<file path="config.mk">
export PLATFORM = sky130hd
export DESIGN_NAME = eeprom_rd_target
export DESIGN_NICKNAME = d
export VERILOG_FILES = /design/src/rtl/eeprom_rd_pkg.sv /design/src/rtl/eeprom_bus_sync.sv /design/src/rtl/eeprom_store.sv /design/src/rtl/eeprom_rd_engine.sv /design/src/rtl/eeprom_rd_target.sv
export SDC_FILE = /design/constraint.sdc
export NUM_CORES = 2
export LEC_CHECK = 0
export BUFFER_PORTS_ARGS = -buffer_cell sky130_fd_sc_hd__buf_4
export CAP_MARGIN = 20
export CORE_ASPECT_RATIO = 1.1
export CORE_MARGIN = 5
export CORE_UTILIZATION = 60
export CTS_BUF_LIST = sky130_fd_sc_hd__clkbuf_4
export CTS_CLUSTER_SIZE = 30
export DETAILED_ROUTE_END_ITERATION = 6
export PLACE_DENSITY = 0.76
export SYNTH_ARGS = -nofsm -noshare
export SYNTH_HDL_FRONTEND = slang
export SYNTH_SLANG_ARGS = --single-unit
</file>
<file path="constraint.sdc">
create_clock -name clk_i -period 3.7 [get_ports clk_i]
set_input_delay 0.74 -clock clk_i [delete_from_list [all_inputs] [get_ports clk_i]]
set_output_delay 0.74 -clock clk_i [all_outputs]
set_load 0.05 [all_outputs]
</file>
<file path="src/rtl/eeprom_rd_pkg.sv">
package eeprom_rd_pkg;
  localparam int unsigned BYTE_W      = 8;
  localparam int unsigned WORD_ADDR_W = BYTE_W + 1;
  localparam int unsigned WORD_COUNT  = 1 << WORD_ADDR_W;
  localparam int unsigned BITCNT_W    = 4;

  typedef enum logic [2:0] {
    ST_IDLE,
    ST_DEVADDR,
    ST_DEV_ACK,
    ST_WADDR,
    ST_WA_ACK,
    ST_TX,
    ST_TX_ACK,
    ST_IGNORE
  } tgt_state_e;
endpackage

</file>
<file path="src/rtl/eeprom_bus_sync.sv">
module eeprom_bus_sync #(
  parameter int unsigned SYNC_STAGES = 2
) (
  input  logic clk_i,
  input  logic rst_ni,
  input  logic scl_i,
  input  logic sda_i,
  output logic scl_lvl_o,
  output logic sda_lvl_o,
  output logic scl_rise_o,
  output logic scl_fall_o,
  output logic start_o,
  output logic stop_o
);
  localparam int unsigned LAST = SYNC_STAGES - 1;

  logic [SYNC_STAGES-1:0] scl_pipe_q, scl_pipe_d;
  logic [SYNC_STAGES-1:0] sda_pipe_q, sda_pipe_d;
  logic                   scl_dly_q, sda_dly_q;

  // shift chain, next-state side
  generate
    if (SYNC_STAGES > 1) begin : g_chain
      always_comb begin
        scl_pipe_d = {scl_pipe_q[SYNC_STAGES-2:0], scl_i};
        sda_pipe_d = {sda_pipe_q[SYNC_STAGES-2:0], sda_i};
      end
    end else begin : g_single
      always_comb begin
        scl_pipe_d = scl_i;
        sda_pipe_d = sda_i;
      end
    end
  endgenerate

  always_ff @(posedge clk_i or negedge rst_ni) begin
    if (!rst_ni) begin
      scl_pipe_q <= '1;
      sda_pipe_q <= '1;
      scl_dly_q  <= 1'b1;
      sda_dly_q  <= 1'b1;
    end else begin
      scl_pipe_q <= scl_pipe_d;
      sda_pipe_q <= sda_pipe_d;
      scl_dly_q  <= scl_pipe_q[LAST];
      sda_dly_q  <= sda_pipe_q[LAST];
    end
  end

  assign scl_lvl_o  = scl_pipe_q[LAST];
  assign sda_lvl_o  = sda_pipe_q[LAST];
  assign scl_rise_o = scl_lvl_o & ~scl_dly_q;
  assign scl_fall_o = ~scl_lvl_o & scl_dly_q;
  // data edges while the clock stays high mark bus conditions
  assign start_o    = scl_lvl_o & scl_dly_q & sda_dly_q & ~sda_lvl_o;
  assign stop_o     = scl_lvl_o & scl_dly_q & ~sda_dly_q & sda_lvl_o;
endmodule

</file>
<file path="src/rtl/eeprom_store.sv">
module eeprom_store #(
  parameter int unsigned ADDR_W = 9,
  parameter int unsigned DATA_W = 8
) (
  input  logic              clk_i,
  input  logic              wr_en_i,
  input  logic [ADDR_W-1:0] wr_addr_i,
  input  logic [DATA_W-1:0] wr_data_i,
  input  logic [ADDR_W-1:0] rd_addr_i,
  output logic [DATA_W-1:0] rd_data_o
);
  localparam int unsigned DEPTH = 1 << ADDR_W;

  logic [DATA_W-1:0] cells_q [DEPTH];

  // backdoor fill, storage carries no reset
  always_ff @(posedge clk_i) begin
    if (wr_en_i) begin
      cells_q[wr_addr_i] <= wr_data_i;
    end
  end

  assign rd_data_o = cells_q[rd_addr_i];
endmodule

</file>
<file path="src/rtl/eeprom_rd_engine.sv">
module eeprom_rd_engine
  import eeprom_rd_pkg::*;
#(
  parameter logic [3:0] DEV_CODE = 4'b1010
) (
  input  logic                   clk_i,
  input  logic                   rst_ni,
  input  logic                   scl_lvl_i,
  input  logic                   sda_lvl_i,
  input  logic                   scl_rise_i,
  input  logic                   scl_fall_i,
  input  logic                   start_i,
  input  logic                   stop_i,
  input  logic [1:0]             strap_i,
  input  logic [BYTE_W-1:0]      rd_data_i,
  output logic [WORD_ADDR_W-1:0] rd_addr_o,
  output logic                   sda_oe_o
);
  localparam logic [WORD_ADDR_W-1:0] PTR_ONE  = {{(WORD_ADDR_W-1){1'b0}}, 1'b1};
  localparam logic [BITCNT_W-1:0]    CNT_FULL = BITCNT_W'(BYTE_W);
  localparam logic [BITCNT_W-1:0]    CNT_ONE  = {{(BITCNT_W-1){1'b0}}, 1'b1};

  tgt_state_e               state_q, state_d;
  logic [BITCNT_W-1:0]      cnt_q, cnt_d;
  logic [BYTE_W-1:0]        shr_q, shr_d;
  logic [BYTE_W-1:0]        tx_q, tx_d;
  logic [WORD_ADDR_W-1:0]   ptr_q, ptr_d;
  logic                     page_q, page_d;
  logic                     rw_q, rw_d;
  logic                     mack_q, mack_d;
  logic                     oe_q, oe_d;
  logic                     addr_hit;

  // code and straps compared, page bit (1) left out
  assign addr_hit = (shr_q[7:4] == DEV_CODE) && (shr_q[3:2] == strap_i);

  always_comb begin
    state_d = state_q;
    cnt_d   = cnt_q;
    shr_d   = shr_q;
    tx_d    = tx_q;
    ptr_d   = ptr_q;
    page_d  = page_q;
    rw_d    = rw_q;
    mack_d  = mack_q;
    oe_d    = oe_q;
    if (start_i) begin
      // any START restarts device-byte reception
      state_d = ST_DEVADDR;
      cnt_d   = '0;
      oe_d    = 1'b0;
    end else if (stop_i) begin
      state_d = ST_IDLE;
      cnt_d   = '0;
      oe_d    = 1'b0;
    end else begin
      unique case (state_q)
        ST_DEVADDR, ST_WADDR: begin
          if (scl_rise_i && (cnt_q < CNT_FULL)) begin
            shr_d = {shr_q[BYTE_W-2:0], sda_lvl_i};
            cnt_d = cnt_q + CNT_ONE;
          end else if (scl_fall_i && (cnt_q == CNT_FULL)) begin
            cnt_d = '0;
            if (state_q == ST_DEVADDR) begin
              if (addr_hit) begin
                oe_d    = 1'b1;
                rw_d    = shr_q[0];
                page_d  = shr_q[1];
                state_d = ST_DEV_ACK;
              end else begin
                state_d = ST_IGNORE;
              end
            end else begin
              ptr_d   = {page_q, shr_q};
              oe_d    = 1'b1;
              state_d = ST_WA_ACK;
            end
          end
        end
        ST_DEV_ACK: begin
          if (scl_fall_i) begin
            if (rw_q) begin
              tx_d    = rd_data_i;
              oe_d    = ~rd_data_i[BYTE_W-1];
              cnt_d   = CNT_ONE;
              state_d = ST_TX;
            end else begin
              oe_d    = 1'b0;
              state_d = ST_WADDR;
            end
          end
        end
        ST_WA_ACK: begin
          if (scl_fall_i) begin
            oe_d    = 1'b0;
            state_d = ST_IGNORE;   // data bytes are not taken
          end
        end
        ST_TX: begin
          if (scl_fall_i) begin
            if (cnt_q == CNT_FULL) begin
              oe_d    = 1'b0;
              ptr_d   = ptr_q + PTR_ONE;   // byte fully sent
              cnt_d   = '0;
              state_d = ST_TX_ACK;
            end else begin
              oe_d  = ~tx_q[BYTE_W-2];
              tx_d  = {tx_q[BYTE_W-2:0], 1'b0};
              cnt_d = cnt_q + CNT_ONE;
            end
          end
        end
        ST_TX_ACK: begin
          if (scl_rise_i) begin
            mack_d = sda_lvl_i;
          end else if (scl_fall_i) begin
            if (!mack_q) begin
              tx_d    = rd_data_i;
              oe_d    = ~rd_data_i[BYTE_W-1];
              cnt_d   = CNT_ONE;
              state_d = ST_TX;
            end else begin
              state_d = ST_IGNORE;
            end
          end
        end
        default: begin
        end
      endcase
    end
  end

  always_ff @(posedge clk_i or negedge rst_ni) begin
    if (!rst_ni) begin
      state_q <= ST_IDLE;
      cnt_q   <= '0;
      shr_q   <= '0;
      tx_q    <= '0;
      ptr_q   <= '0;
      page_q  <= 1'b0;
      rw_q    <= 1'b0;
      mack_q  <= 1'b1;
      oe_q    <= 1'b0;
    end else begin
      state_q <= state_d;
      cnt_q   <= cnt_d;
      shr_q   <= shr_d;
      tx_q    <= tx_d;
      ptr_q   <= ptr_d;
      page_q  <= page_d;
      rw_q    <= rw_d;
      mack_q  <= mack_d;
      oe_q    <= oe_d;
    end
  end

  assign rd_addr_o = ptr_q;
  assign sda_oe_o  = oe_q;

  AST_DRIVE_SCL_LOW: assert property (@(posedge clk_i) disable iff (!rst_ni) !$stable(oe_q) |-> !scl_lvl_i);
  AST_QUIET_STATES: assert property (@(posedge clk_i) disable iff (!rst_ni) ((state_q == ST_IDLE) || (state_q == ST_IGNORE)) |-> !oe_q);
  AST_START_RESTART: assert property (@(posedge clk_i) disable iff (!rst_ni) start_i |=> (state_q == ST_DEVADDR));
  AST_PTR_STEP: assert property (@(posedge clk_i) disable iff (!rst_ni) !$stable(ptr_q) |-> (($past(state_q) == ST_WADDR) || (ptr_q == ($past(ptr_q) + PTR_ONE))));
endmodule

</file>
<file path="src/rtl/eeprom_rd_target.sv">
module eeprom_rd_target
  import eeprom_rd_pkg::*;
#(
  parameter int unsigned SYNC_STAGES = 2,
  parameter logic [3:0]  DEV_CODE    = 4'b1010
) (
  input  logic                   clk_i,
  input  logic                   rst_ni,
  input  logic                   scl_i,
  input  logic                   sda_i,
  input  logic [1:0]             strap_i,
  input  logic                   pre_we_i,
  input  logic [WORD_ADDR_W-1:0] pre_addr_i,
  input  logic [BYTE_W-1:0]      pre_data_i,
  output logic                   sda_oe_o
);
  logic [1:0]             rst_pipe_q;
  logic                   rst_n_s;
  logic                   scl_lvl, sda_lvl, scl_rise, scl_fall, bus_start, bus_stop;
  logic [WORD_ADDR_W-1:0] rd_addr;
  logic [BYTE_W-1:0]      rd_data;

  // asynchronous assertion, synchronous release
  always_ff @(posedge clk_i or negedge rst_ni) begin
    if (!rst_ni) begin
      rst_pipe_q <= 2'b00;
    end else begin
      rst_pipe_q <= {rst_pipe_q[0], 1'b1};
    end
  end
  assign rst_n_s = rst_pipe_q[1];

  eeprom_bus_sync #(
    .SYNC_STAGES(SYNC_STAGES)
  ) u_sync (
    .clk_i      (clk_i),
    .rst_ni     (rst_n_s),
    .scl_i      (scl_i),
    .sda_i      (sda_i),
    .scl_lvl_o  (scl_lvl),
    .sda_lvl_o  (sda_lvl),
    .scl_rise_o (scl_rise),
    .scl_fall_o (scl_fall),
    .start_o    (bus_start),
    .stop_o     (bus_stop)
  );

  eeprom_store #(
    .ADDR_W(WORD_ADDR_W),
    .DATA_W(BYTE_W)
  ) u_store (
    .clk_i     (clk_i),
    .wr_en_i   (pre_we_i),
    .wr_addr_i (pre_addr_i),
    .wr_data_i (pre_data_i),
    .rd_addr_i (rd_addr),
    .rd_data_o (rd_data)
  );

  eeprom_rd_engine #(
    .DEV_CODE(DEV_CODE)
  ) u_engine (
    .clk_i      (clk_i),
    .rst_ni     (rst_n_s),
    .scl_lvl_i  (scl_lvl),
    .sda_lvl_i  (sda_lvl),
    .scl_rise_i (scl_rise),
    .scl_fall_i (scl_fall),
    .start_i    (bus_start),
    .stop_i     (bus_stop),
    .strap_i    (strap_i),
    .rd_data_i  (rd_data),
    .rd_addr_o  (rd_addr),
    .sda_oe_o   (sda_oe_o)
  );
endmodule

</file>
==> results.json <==
{
  "cp-start-kind": "flip-flop",
  "fin_crit_sh_pct": 102,
  "clk_pin_slew_ns": 0.08,
  "worstSkewPairLatency_ns": 1.49,
  "grt_pass1_vias": 90000,
  "synth_fa_ha_area_share_pct": 0.0233,
  "multi_input_area_um2": 34500,
  "path_max_fanout": 19,
  "cts_sinks": 4139,
  "max_freq_mhz": 265,
  "dp_hpwl_um": 286000,
  "drt_iter0_drc": 14200,
  "synth_ff_type": "edfxtp_1",
  "grt_util_all_layers_pct": 32.0,
  "status": "complete, but fails checks",
  "nNetsFinal": 9094,
  "layout_setup_ws_ns": -0.0730,
  "synthDistinctLibCells": 92,
  "seq_area_um2": 124000,
  "drcViolationCount": 5,
  "worst_path_most_repeated_cell": "buf_4",
  "cp-end-kind": "flip-flop",
  "grt_pass1_wl_um": 640000,
  "syn_area_um2": 161000,
  "min_path_type": "input port to flip-flop",
  "rr_worst_depth": 10,
  "antenna_found_initial": 23,
  "core_um2": 267000,
  "max_stage_delay_ns": 0.79,
  "die-height_um": 553,
  "synth_nets": 7533,
  "cts_inserted_buffers": 945,
  "dp_slack_ns": -0.677,
  "start_util_pct": 60.3,
  "async_flop_share_pct": 1.04,
  "grt_max_degree": 133,
  "worstSetupEndpoint": "u_engine.tx_q[6]$_DFFE_PN0P_",
  "syn_inst": 7506,
  "worst-slew-pin-transition_ns": 1.12,
  "area.growth.synth_to_final_pct": 15.2,
  "maxCapViolCount": 0,
  "cpMaxStageDelayCell": "or3b_2",
  "setup_viol": 2,
  "synth_edf_count": 4096,
  "die_width_um": 504,
  "synthXorXnorAreaFrac_pct": 0.0218,
  "drive_gt1_share_pct": 36.9,
  "syn_area_per_cell_um2": 21.4,
  "viasPerCell": 6.72,
  "timing.reg2reg.setup_slack_ns": -0.07,
  "criticalPathCategory": "flip-flop to flip-flop",
  "synth_top_area_share_pct": 76.4,
  "drtAntennaViolNets": 0,
  "htree_levels": 6,
  "skew_ns": 0.130,
  "hold_viol_final": 0,
  "leakage_nw": 58.7,
  "cts_tree": "yes",
  "synth_area_leaders": "edfxtp_1, mux4_2, mux2i_1",
  "max_slew_margin_pct": 24.8,
  "yosysTopAreaCell": "edfxtp_1",
  "synth-compound-area-share_pct": 3.19,
  "worstPathRequired_ns": 5.08,
  "synth_mux_area_share_pct": 15.4,
  "yosys.cell_count.top_type": "edfxtp_1",
  "dr.pass1.iters": 7,
  "synth_seq_cells": 4139,
  "n_fill_cell": 15800,
  "gp_congestion": 0.945,
  "worst_ir_drop_vdd_uv": 298,
  "powerDensity_nw_per_um2": 481,
  "std_cell_rows": 199,
  "crit_chain": "buf_4, or3b_2, buf_4, o21ai_0, a2111oi_2, buf_2, buf_4, o21ai_1, a41oi_1, a41oi_1",
  "violations": "DRC, setup timing",
  "seq_area_frac_synth_pct": 77.1,
  "ios": 25,
  "synth_top_family_by_area": "multiplexers",
  "r2r-end": "u_engine.tx_q[6]$_DFFE_PN0P_",
  "vias": 89700,
  "synthSimpleGateAreaFrac_pct": 2.50,
  "port_buffers": 24,
  "period_needed_ns": 3.77,
  "yosysWarnings": 0,
  "tns_ns": -0.127,
  "clock-root-buffer": "clkbuf_4",
  "crit_path_start": "u_engine.rd_addr_o[3]$_DFFE_PN0P_",
  "grt-ovfl-total": 0,
  "ys_top_cells_by_count": "edfxtp_1, mux4_2, nor2_1",
  "crit_arrival_ns": 5.16,
  "wire_per_inst_um": 33.6,
  "slew_violations": 0,
  "clockBufferDepth": 4,
  "die_area_um2": 279000,
  "wirelength_um": 449000,
  "rr_startpoint": "u_engine.rd_addr_o[3]$_DFFE_PN0P_"
}
-- repair_timing --
item	4_1_cts	5_1_grt
hold buffers	21	0
setup buffers	2	6
endpoints found under the setup margin	6	6
endpoints found under the hold margin	1511	0
gates resized for setup	29	21
gates cloned	1	4
pin swaps	4	10
-- where the power goes --
group / switching (mW) / internal [mW]
Sequential: 0.130 / 51.6
Clock: 17.8 / 17.8
Combinational: 1.34 / 0.404
Total: 19.3 / 69.9
-- cell usage in the layout (no fill, tap or decap), drive strengths merged, types with 61 or more instances in the layout --
master  synthesis  routed
edfxtp       4096    4096
a221oi         61      61
o21ai          73      73
a21oi         125     125
nand2         153     153
clkinv          1     259
buf           286    1061
a22oi         193     193
mux2i         225     225
clkbuf        187    1391
mux4          988     988
nor2          571     571
-- cells by family after synthesis --
kind of cell             after synthesis
multiplexers                        1238
AND/OR/NAND/NOR                      930
flip-flops                          4139
XOR/XNOR                               4
other                                  1
buffers and inverters                484
AO/OA/AOI/OAI                        707
adder cells (fa/ha/maj)                3
-- layout make-up --
| cell class | count | area share (%) |
|---|---|---|
| Multi-Input combinational cell | 2883 | 18.6 |
| Antenna cell | 24 | 0.0324 |
| Sequential cell | 4139 | 66.9 |
| Tap cell | 3517 | 2.37 |
| Clock inverter | 295 | 0.904 |
| Inverter | 11 | 0.0270 |
| Clock buffer | 1387 | 5.62 |
| Timing Repair Buffer | 1087 | 5.53 |
-- routing by layer --
layer / vias to the layer above / part of all wire, % / wire length (µm) / global-route usage [%]
li1: 35400 / - / - / -
met4: 22 / 5.8 / 26200 / 15.9
met3: 1244 / 14 / 62000 / 9.57
met1: 45500 / 33 / 149000 / 42.3
met5: - / 0.033 / 149 / 0
met2: 7466 / 47 / 211000 / 49.4
-- how the worst min path moves through the flow --
stage	cells after the start	startpoint	slack, ns	to
finish	5	pre_addr_i[5]	0.21	u_store.cells_q[125][0]$_DFFE_PP_
detailed placement	0	rst_pipe_q[1]$_DFF_PN0_	0.35	u_engine.state_q[0]$_DFFE_PN0P_
floorplan	0	rst_pipe_q[0]$_DFF_PN0_	0.33	rst_pipe_q[1]$_DFF_PN0_
global route	5	pre_addr_i[5]	0.13	u_store.cells_q[125][1]$_DFFE_PP_
CTS	5	pre_addr_i[5]	0.04	u_store.cells_q[125][1]$_DFFE_PP_
global placement	0	rst_pipe_q[1]$_DFF_PN0_	0.33	u_engine.state_q[0]$_DFFE_PN0P_
-- registers in the layout (all words and copies together), names as in the netlist, 2 cells and up --
signal / flops
rst_pipe_q: 2
u_engine.cnt_q: 4
u_engine.rd_addr_o: 9
u_engine.shr_q: 8
u_engine.state_q: 3
u_engine.tx_q: 7
u_store.cells_q: 4096
u_sync.scl_pipe_q: 2
u_sync.sda_pipe_q: 2
-- per-stage QoR --
stage                     utilization (%)  instance area (µm²)  total power, mW  instances  hold slack, ns
after floorplan                         -               161000             53.1       7506           0.331
after global placement               64.6               173000             54.3      11600           0.333
after detailed placement             64.6               173000             54.4      11600           0.348
after CTS                            69.3               185000             89.5      13300          0.0385
after global routing                 69.4               185000             92.3      13300           0.129
final                                69.4               185000             89.1      13300           0.214
-- worst max-delay path, delay by kind of cell (launching register included) --
kind	cells	cell delay, ns
AO/OA/AOI/OAI	5	1.31
AND/OR/NAND/NOR	1	0.79
flip-flops	1	0.63
buffers and inverters	4	0.90
Note: power is estimated with default switching activity, not from simulation.
